**src/rtl/ivr_pkg.sv**
```systemverilog
package ivr_pkg;

   // Saturating increment used by all occurrence counters.
   function automatic int unsigned sat_step(input int unsigned cur, input int unsigned lim);
      return (cur >= lim) ? lim : cur + 1;
   endfunction

   function automatic int unsigned max2(input int unsigned a, input int unsigned b);
      return (a > b) ? a : b;
   endfunction

endpackage

```
**src/rtl/ivr_repeat_cnt.sv**
```systemverilog
// Tracks the previous sample and how many consecutive occurrences carried it.
module ivr_repeat_cnt #(
   parameter int W       = 8,
   parameter int RUN_MAX = 5,
   localparam int CW     = $clog2(RUN_MAX + 1)
) (
   input  logic          clk_i,
   input  logic          rst_ni,
   input  logic          occ_i,
   input  logic [W-1:0]  field_i,
   output logic          same_o,
   output logic [CW-1:0] run_next_o
);
   import ivr_pkg::*;

   logic [W-1:0]  prev_q;
   logic [CW-1:0] run_q;

   assign same_o     = (field_i == prev_q);
   assign run_next_o = same_o ? CW'(sat_step(int'(run_q), RUN_MAX)) : CW'(1);

   always_ff @(posedge clk_i or negedge rst_ni) begin
      if (!rst_ni) begin
         prev_q <= '0;
         run_q  <= '0;
      end else if (occ_i) begin
         prev_q <= field_i;
         run_q  <= run_next_o;
      end
   end
endmodule

```
**src/rtl/ivr_mismatch_cnt.sv**
```systemverilog
// Counts consecutive occurrences that match neither reference.
module ivr_mismatch_cnt #(
   parameter int LIMIT = 8,
   localparam int MW   = $clog2(LIMIT + 1)
) (
   input  logic clk_i,
   input  logic rst_ni,
   input  logic occ_i,
   input  logic hit_i,
   output logic reach_o
);
   import ivr_pkg::*;

   localparam logic [MW-1:0] LIM_V = MW'(LIMIT);

   logic [MW-1:0] cnt_q;
   logic [MW-1:0] cnt_next;

   assign cnt_next = hit_i ? '0 : MW'(sat_step(int'(cnt_q), LIMIT));
   assign reach_o  = occ_i && (cnt_next >= LIM_V);

   always_ff @(posedge clk_i or negedge rst_ni) begin
      if (!rst_ni)    cnt_q <= '0;
      else if (occ_i) cnt_q <= cnt_next;
   end
endmodule

```
**src/rtl/integ_value_reg.sv**
```systemverilog
module integ_value_reg #(
   parameter int W            = 8,
   parameter int STORE_RUN    = 5,
   parameter int UNSTABLE_RUN = 8,
   parameter int CLEAR_RUN    = 5
) (
   input  logic         clk_i,
   input  logic         rst_ni,
   input  logic         occ_i,
   input  logic [W-1:0] field_i,
   output logic [W-1:0] value_o,
   output logic         change_o,
   output logic         unstable_o
);
   import ivr_pkg::*;

   localparam int RUN_MAX = int'(max2(STORE_RUN, CLEAR_RUN));
   localparam int RCW     = $clog2(RUN_MAX + 1);
   localparam logic [RCW-1:0] STORE_V = RCW'(STORE_RUN);
   localparam logic [RCW-1:0] CLEAR_V = RCW'(CLEAR_RUN);

   // Elaboration-time parameter checks
   if (W < 1)            begin : g_bad_w     $error("W must be at least 1"); end
   if (STORE_RUN < 1)    begin : g_bad_store $error("STORE_RUN must be at least 1"); end
   if (UNSTABLE_RUN < 1) begin : g_bad_unst  $error("UNSTABLE_RUN must be at least 1"); end
   if (CLEAR_RUN < 1)    begin : g_bad_clear $error("CLEAR_RUN must be at least 1"); end

   logic [W-1:0]   value_q;
   logic           change_q;
   logic           unstable_q;
   logic           same_prev;
   logic           same_stored;
   logic [RCW-1:0] run_next;
   logic           unst_reach;
   logic           commit;

   ivr_repeat_cnt #(.W(W), .RUN_MAX(RUN_MAX)) u_repeat (
      .clk_i      (clk_i),
      .rst_ni     (rst_ni),
      .occ_i      (occ_i),
      .field_i    (field_i),
      .same_o     (same_prev),
      .run_next_o (run_next)
   );

   // Comparison against the stored value: bit form or vector form
   if (W == 1) begin : g_cmp_bit
      assign same_stored = ~(field_i[0] ^ value_q[0]);
   end else begin : g_cmp_vec
      assign same_stored = (field_i == value_q);
   end

   ivr_mismatch_cnt #(.LIMIT(UNSTABLE_RUN)) u_mismatch (
      .clk_i   (clk_i),
      .rst_ni  (rst_ni),
      .occ_i   (occ_i),
      .hit_i   (same_prev || same_stored),
      .reach_o (unst_reach)
   );

   assign commit = occ_i && (run_next >= STORE_V) && !same_stored;

   always_ff @(posedge clk_i or negedge rst_ni) begin
      if (!rst_ni) begin
         value_q    <= '0;
         change_q   <= 1'b0;
         unstable_q <= 1'b0;
      end else begin
         change_q <= commit;
         if (commit) value_q <= field_i;
         if (unst_reach)                       unstable_q <= 1'b1;
         else if (occ_i && run_next >= CLEAR_V) unstable_q <= 1'b0;
      end
   end

   assign value_o    = value_q;
   assign change_o   = change_q;
   assign unstable_o = unstable_q;
endmodule

```
**config.mk**
```make
export PLATFORM = sky130hd
export DESIGN_NAME = integ_value_reg
export DESIGN_NICKNAME = d
export VERILOG_FILES = /design/src/rtl/ivr_pkg.sv /design/src/rtl/ivr_repeat_cnt.sv /design/src/rtl/ivr_mismatch_cnt.sv /design/src/rtl/integ_value_reg.sv
export SDC_FILE = /design/constraint.sdc
export NUM_CORES = 1
export LEC_CHECK = 0
export ABC_AREA = 1
export BUFFER_PORTS_ARGS = -buffer_cell sky130_fd_sc_hd__buf_2
export CAP_MARGIN = 30
export CELL_PAD_IN_SITES_DETAIL_PLACEMENT = 1
export CELL_PAD_IN_SITES_GLOBAL_PLACEMENT = 1
export CORE_MARGIN = 8
export CORE_UTILIZATION = 44
export CTS_CLUSTER_SIZE = 28
export DETAILED_ROUTE_END_ITERATION = 12
export GPL_ROUTABILITY_DRIVEN = 0
export GPL_TIMING_DRIVEN = 0
export PLACE_DENSITY = 0.9
export RECOVER_POWER = 50
export SLEW_MARGIN = 20
export SYNTH_ARGS = -nofsm -noshare
export SYNTH_HDL_FRONTEND = slang
export SYNTH_HIERARCHICAL = 1
export SYNTH_SLANG_ARGS = --single-unit
```
**constraint.sdc**
```tcl
create_clock -name clk_i -period 2.76 [get_ports clk_i]
set_input_delay 0.414 -clock clk_i [delete_from_list [all_inputs] [get_ports clk_i]]
set_output_delay 0.414 -clock clk_i [all_outputs]
set_load 0.02 [all_outputs]
```
==> impl_metrics.env, run 1 <==
export IMPL_cap_violations=0
export IMPL_cts_tree="yes"
export IMPL_nNetsFinal=234
export IMPL_die_h_um=73.1
export IMPL_nFillCells=433
export IMPL_netlist_cell_type_count=21
export IMPL_dpl_hpwl_um=2860
export IMPL_status="completed"
export IMPL_seq_power_share_pct=55.0
export IMPL_rsz0062_at_grt="false"
export IMPL_ir_drop_uv=371
export IMPL_die_x_um=73.1
export IMPL_cts_clk_slew_worst_paths_ps=160
export IMPL_tightest_slew_ps=1390
export IMPL_power_density_nw_per_um2=495
export IMPL_grt_pass1_wl_um=6220
export IMPL_first_global_vias=1439
export IMPL_num_rows=20
export IMPL_clock_fmax_ghz=0.536
export IMPL_p_leak_nw=0.949
export IMPL_reg2regPathDepth=10
export IMPL_clock_power_share_pct=22.2
export IMPL_holdPathEnd="u_repeat/prev_q[3]$_DFFE_PN0P_"
export IMPL_p_sw_share_pct=33.9
export IMPL_cts_resized=0
export IMPL_finClkSkew_ps=13.3
export IMPL_cts_root_buf="clkbuf_4"
export IMPL_crit_path_start_kind="register"
export IMPL_drc=0
export IMPL_grt_overflow_total=0
export IMPL_postCtsSetupRepairBufs=0
export IMPL_vias=1296
export IMPL_seqCellArea_um2=626
export IMPL_place_inst=258
export IMPL_setup_tns_ps=0
export IMPL_max_slew_margin_pct=7.53
export IMPL_synth_nets=209
export IMPL_arrival_ps=2100
export IMPL_netlist_area_um2=1440
export IMPL_power_switching_uw=272
export IMPL_fin_crit_ps=1860
export IMPL_r2r_slack_ps=900
export IMPL_ys_warnings_count=6
export IMPL_fin_crit_sh_pct=67.6
export IMPL_min_path_type="input pin to register"
export IMPL_comb_power_share_pct=22.8
export IMPL_syn_inst=194
export IMPL_layout_drive_gt1_share_pct=16.1
export IMPL_syn_area_per_cell_um2=7.40
export IMPL_multiInputGateArea_um2=679
export IMPL_slew_viol_final=0
export IMPL_viasPerCell=4.95
export IMPL_drt_iter0_drc=31
export IMPL_syn2layout_area_growth_pct=12.6
export IMPL_grt_max_degree=26
export IMPL_cp_end_kind="register"
export IMPL_layout_commonest_cell="nand2_1"
export IMPL_ys_seq_elements=25
export IMPL_die_area_um2=5350
export IMPL_ctsLongestPathBuffers=2
export IMPL_yosysSeqAreaShare_pct=43.6
export IMPL_fin_total_pwr_uw=801
export IMPL_mostFrequentLayoutCells="nand2_1 (90), inv_1 (28), dfrtp_1 (25)"
export IMPL_min_from="field_i[3]"
export IMPL_hold_viol=0
export IMPL_required_ps=2990
export IMPL_stdcell_count=262
export IMPL_synth_top_cell_area_share_pct=43.6
export IMPL_p_int_uw=529
export IMPL_holdBufCountCts=0
export IMPL_crit_type="register to register"
export IMPL_netlist_top_cells_area="dfrtp_1 (44%), nand2_1 (24%), inv_1 (7.3%)"
export IMPL_worstHoldPathCells=3
export IMPL_ios=21
export IMPL_r2r_start="u_repeat/prev_q[6]$_DFFE_PN0P_"
export IMPL_numCtsBuffers=3
export IMPL_totalWireLength_um=3630
export IMPL_antenna_left=0
export IMPL_htreeDepth=1
export IMPL_start_util_pct=46.7
export IMPL_cts_sinks=25
export IMPL_io_buffers=20
export IMPL_antennaDiodeCount=0
export IMPL_track_usage_pct=14.9
export IMPL_clk_latency_ps=330
export IMPL_antenna_found_initial=0
export IMPL_fp_coreArea_um2=3080
export IMPL_worst_r2r_endpoint="value_o[1]$_DFFE_PN0P_"
export IMPL_firstDrtPassIters=4
export IMPL_wl_per_cell_um=13.9
export IMPL_setup_violations=0
export IMPL_cp_max_fo=10
export IMPL_synth_top_cell_by_area="dfrtp_1"
-- power by group through the flow --
| stage | logic (mW) | registers, mW | clock network [mW] |
|---|---|---|---|
| 2_1_floorplan | 0.129 | 0.439 | 0 |
| 3_3_place_gp | 0.167 | 0.444 | 0 |
| 3_5_place_dp | 0.186 | 0.448 | 0 |
| 4_1_cts | 0.188 | 0.441 | 0.184 |
| 5_1_grt | 0.212 | 0.446 | 0.195 |
| 6_report | 0.183 | 0.440 | 0.177 |
-- worst max-delay path by stage --
stage,start,endpoint,cells past startpoint
4_1_cts,u_repeat/run_q[0]$_DFFE_PN0P_,value_o[1]$_DFFE_PN0P_,10
2_1_floorplan,u_repeat/run_q[0]$_DFFE_PN0P_,value_o[0]$_DFFE_PN0P_,10
3_5_place_dp,field_i[6],value_o[4]$_DFFE_PN0P_,11
3_3_place_gp,field_i[3],value_o[2]$_DFFE_PN0P_,11
6_report,u_repeat/prev_q[6]$_DFFE_PN0P_,value_o[1]$_DFFE_PN0P_,10
5_1_grt,u_repeat/run_q[0]$_DFFE_PN0P_,value_o[4]$_DFFE_PN0P_,10
-- critical path: stages, from the launching register on --
cell      delay (ps)
dfrtp_1          430
xnor2_1          210
nand2_1          100
nor2_2           210
nand2_1          110
a21oi_1          140
o211a_1          170
clkbuf_8         170
nand2_4           90
nand2_1           80
nand2_1           50
-- cell usage after synthesis (all sizes together) --
| cell type | number |
|---|---|
| o21bai | 1 |
| xnor2 | 9 |
| and3 | 1 |
| a21oi | 3 |
| nand4 | 2 |
| nand2 | 92 |
| o21ai | 4 |
| dfrtp | 25 |
| buf | 1 |
| nand3 | 12 |
| nor2 | 8 |
| inv | 30 |
| ha | 4 |
| clkbuf | 1 |
| o211a | 1 |
-- layout make-up --
type / instances / share of cell area, %
plain buffers: 2 / 1.08
clock buffers: 3 / 1.39
clock inverters: 1 / 0.464
inverters: 30 / 6.96
multi-input cells: 137 / 42.0
flip-flops and latches: 25 / 38.7
well taps: 44 / 3.40
repair buffers: 20 / 6.03
-- metal layers --
metal	GRT usage [%]	part of all wire, %	vias to the layer above
met5	0	0	-
met4	6.00	0.41	0
met3	3.16	4.6	2
met2	28.8	55	16
met1	14.7	40	649
li1	-	-	629
-- registers in the layout (all words and copies together), names as in the netlist --
| signal | cells |
|---|---|
| u_mismatch/cnt_q | 4 |
| change_o | 1 |
| u_repeat/run_q | 3 |
| unstable_o | 1 |
| value_o | 8 |
| u_repeat/prev_q | 8 |
-- kinds of logic after synthesis --
logic type / synth area share [%]
DFF: 43.6
adders and majority gates: 3.48
xor gates and xnor gates: 5.49
AOI/OAI and AO/OA: 3.66
buffers and inverters: 9.15
and+or+nand+nor: 34.7
-- through the flow --
| step | setup WS [ps] | hold slack, ps | cell area [um2] | utilization (%) |
|---|---|---|---|---|
| after floorplan | 1140 | 118 | 1440 | - |
| after global placement | 918 | 443 | 1590 | 51.7 |
| after detailed placement | 819 | 447 | 1590 | 51.7 |
| after CTS | 915 | 65.3 | 1620 | 52.7 |
| after global routing | 783 | 332 | 1620 | 52.6 |
| final | 896 | 338 | 1620 | 52.6 |
(Power assumes the default switching activity.)
==> run 2, diff against run 1 <==
- ABC_AREA: 1 -> 0
- CORE_UTILIZATION: 44 -> 40
- PLACE_DENSITY: 0.9 -> 0.8
- clock period: 2.76 -> 1.64 ns (I/O delays scaled with it)
==> impl_metrics.env, run 2 <==
export IMPL_grt_max_degree=26
export IMPL_setup_violations=10
export IMPL_fin_crit_sh_pct=127
export IMPL_tightest_slew_ps=661
export IMPL_async_flop_share_pct=100
export IMPL_arrival_ps=2290
export IMPL_finClkSkew_ps=17.1
export IMPL_antenna_found_initial=0
export IMPL_seq_power_share_pct=53.9
export IMPL_cp_max_fo=5
export IMPL_rsz0062_at_grt="true"
export IMPL_hold_viol=0
export IMPL_layout_setup_ws_ps=-437
export IMPL_antenna_left=0
export IMPL_fin_total_pwr_mw=1.38
export IMPL_yosysSeqAreaShare_pct=47.2
export IMPL_comb_power_share_pct=25.2
export IMPL_synth_nets=115
export IMPL_ir_drop_uv=504
export IMPL_status="complete, but fails checks"
export IMPL_ys_warnings_count=6
export IMPL_grt_pass1_wl_um=4860
export IMPL_ctsLongestPathBuffers=2
export IMPL_cp_end_kind="register"
export IMPL_first_global_vias=1041
export IMPL_violations="setup timing"
export IMPL_synth_top_cell_area_share_pct=47.2
export IMPL_cap_violations=0
export IMPL_htreeDepth=1
export IMPL_grt_use_met3_pct=2.59
export IMPL_ys_seq_elements=25
export IMPL_p_int_uw=940
export IMPL_vias=908
export IMPL_clock_power_share_pct=20.9
export IMPL_dpl_hpwl_um=2080
export IMPL_cts_root_buf="clkbuf_4"
export IMPL_mostFrequentLayoutCells="dfrtp_1 (24), buf_2 (19), mux2_2 (9)"
export IMPL_num_rows=21
export IMPL_die_h_um=73.6
export IMPL_power_switching_uw=442
export IMPL_firstDrtPassIters=4
export IMPL_start_util_pct=40.7
export IMPL_crit_type="register to register"
export IMPL_p_leak_nw=0.781
export IMPL_min_path_type="input pin to register"
export IMPL_die_area_um2=5410
export IMPL_layout_drive_gt1_share_pct=50.7
export IMPL_nNetsFinal=150
export IMPL_layout_commonest_cell="dfrtp_1"
export IMPL_clk_latency_ps=320
export IMPL_max_slew_margin_pct=55.9
export IMPL_wl_per_cell_um=17.0
export IMPL_antennaDiodeCount=0
export IMPL_syn_area_per_cell_um2=13.3
export IMPL_nFillCells=360
export IMPL_io_buffers=20
export IMPL_track_usage_pct=11.6
export IMPL_grt_use_met2_pct=21.4
export IMPL_synth_top_cell_by_area="dfrtp_1"
export IMPL_drt_iter0_drc=27
export IMPL_grt_overflow_total=0
export IMPL_p_sw_share_pct=32.0
export IMPL_slew_viol_final=0
export IMPL_cts_tree="yes"
export IMPL_die_x_um=73.6
export IMPL_required_ps=1850
export IMPL_synthTopCellsByCount="dfrtp_1 (25), mux2_2 (9), xnor2_1 (9)"
export IMPL_synth_most_common_cell="dfrtp_1"
export IMPL_use_met1_pct=12.9
export IMPL_viasPerCell=5.04
export IMPL_netlist_area_um2=1330
export IMPL_netlist_cell_type_count=31
export IMPL_syn2layout_area_growth_pct=27.3
export IMPL_cts_sinks=25
export IMPL_fp_coreArea_um2=3260
export IMPL_clock_fmax_ghz=0.481
export IMPL_drc=0
export IMPL_top_usage_layer="met2"
export IMPL_cts_clk_slew_worst_paths_ps=160
export IMPL_synth_enable_flop_cells=0
export IMPL_syn_inst=100
export IMPL_crit_path_start_kind="register"
export IMPL_setup_tns_ps=-3720
export IMPL_netlist_top_cells_area="dfrtp_1 (47%), mux2_4 (9.1%), mux2_2 (7.6%)"
export IMPL_numCtsBuffers=3
export IMPL_power_density_nw_per_um2=820
export IMPL_totalWireLength_um=3060
export IMPL_fin_crit_ps=2080
export IMPL_ios=21
export IMPL_synth_ff_type="dfrtp_1"
[run 2: cell count changes after synthesis, moves of 3 or more]
cell     previous run  this run
a31oi_1             0         3
inv_1              28         4
mux2_2              0         9
mux2_4              0         8
nand2_1            90         1
nand3_1            10         2
nor2_2              4         0
xor2_1              0         8
[run 2: what timing repair did]
item / in CTS / in global routing
setup endpoints to repair: 13 / 14
hold buffers: 1 / 0
endpoints found under the hold margin: 25 / 0
gates resized for setup: 8 / 6
setup buffers: 5 / 5
pin swaps: 6 / 5
[run 2: kinds of logic (layout without fill, tap and decap cells)]
family | count (synthesis) | count (layout) | share of synthesized area [%]
AND/OR/NAND/NOR | 15 | 15 | 9.06
AO/OA/AOI/OAI | 16 | 16 | 9.63
adder cells (fa/ha/maj) | 4 | 4 | 3.78
multiplexers | 17 | 17 | 16.7
buffers and inverters | 6 | 40 | 2.36
flip-flops | 25 | 25 | 47.2
XOR/XNOR | 17 | 17 | 11.2
[run 2: metrics by stage]
stage	std cells	setup WS [ps]	hold slack, ps	instance area (um2)	utilization, %
finish	180	-437	208	1690	51.8
global route	180	-532	209	1690	51.8
CTS	175	-495	204	1620	49.7
detailed placement	166	-568	278	1510	46.3
global placement	166	-517	260	1510	46.3
floorplan	100	-336	-49.6	1350	-
[run 2: worst paths after layout]
path	startpoint	endpoint	slack [ps]	cells past startpoint
worst max-delay path	u_repeat/prev_q[0]$_DFFE_PN0P_	value_o[3]$_DFFE_PN0P_	-440	8
worst min-delay path	field_i[6]	value_o[6]$_DFFE_PN0P_	210	2
worst max register to register	u_repeat/prev_q[0]$_DFFE_PN0P_	value_o[3]$_DFFE_PN0P_	-440	8
worst min register to register	unstable_o$_DFFE_PN0P_	unstable_o$_DFFE_PN0P_	490	1
max in group asynchronous	rst_ni	u_repeat/run_q[0]$_DFFE_PN0P_	680	2
min in group asynchronous	rst_ni	u_repeat/prev_q[4]$_DFFE_PN0P_	480	2
[run 2: critical path, stage by stage (launching register included)]
cell and delay (ps):
dfrtp_1 420, xnor2_1 200, nand4_1 130, buf_4 170, nor4b_4 210, o211ai_1 170, a21oi_4 180, buf_6 160
mux2_4 300
[run 2: power by group through the flow]
stage	Sequential, mW	Combinational [mW]	Clock (mW)
2_1_floorplan	0.742	0.222	0
3_3_place_gp	0.744	0.290	0
3_5_place_dp	0.749	0.314	0
4_1_cts	0.741	0.332	0.294
5_1_grt	0.753	0.380	0.316
6_report	0.745	0.348	0.289
[run 2: area by class of cell]
class / instances / area, um2 / share of cell area, %
plain buffers: 2 / 15.0 / 0.890
clock buffers: 3 / 22.5 / 1.34
clock inverters: 1 / 7.51 / 0.445
inverters: 4 / 15.0 / 0.890
multi-input cells: 69 / 749 / 44.4
flip-flops and latches: 25 / 627 / 37.2
well taps: 46 / 57.6 / 3.41
repair buffers: 30 / 193 / 11.4
[run 2: per-layer routing]
metal | up-vias | part of all wire (%)
met5 | - | 0
li1 | 423 | -
met3 | 4 | 3.2
met4 | 0 | 1.3
met1 | 469 | 43
met2 | 12 | 52
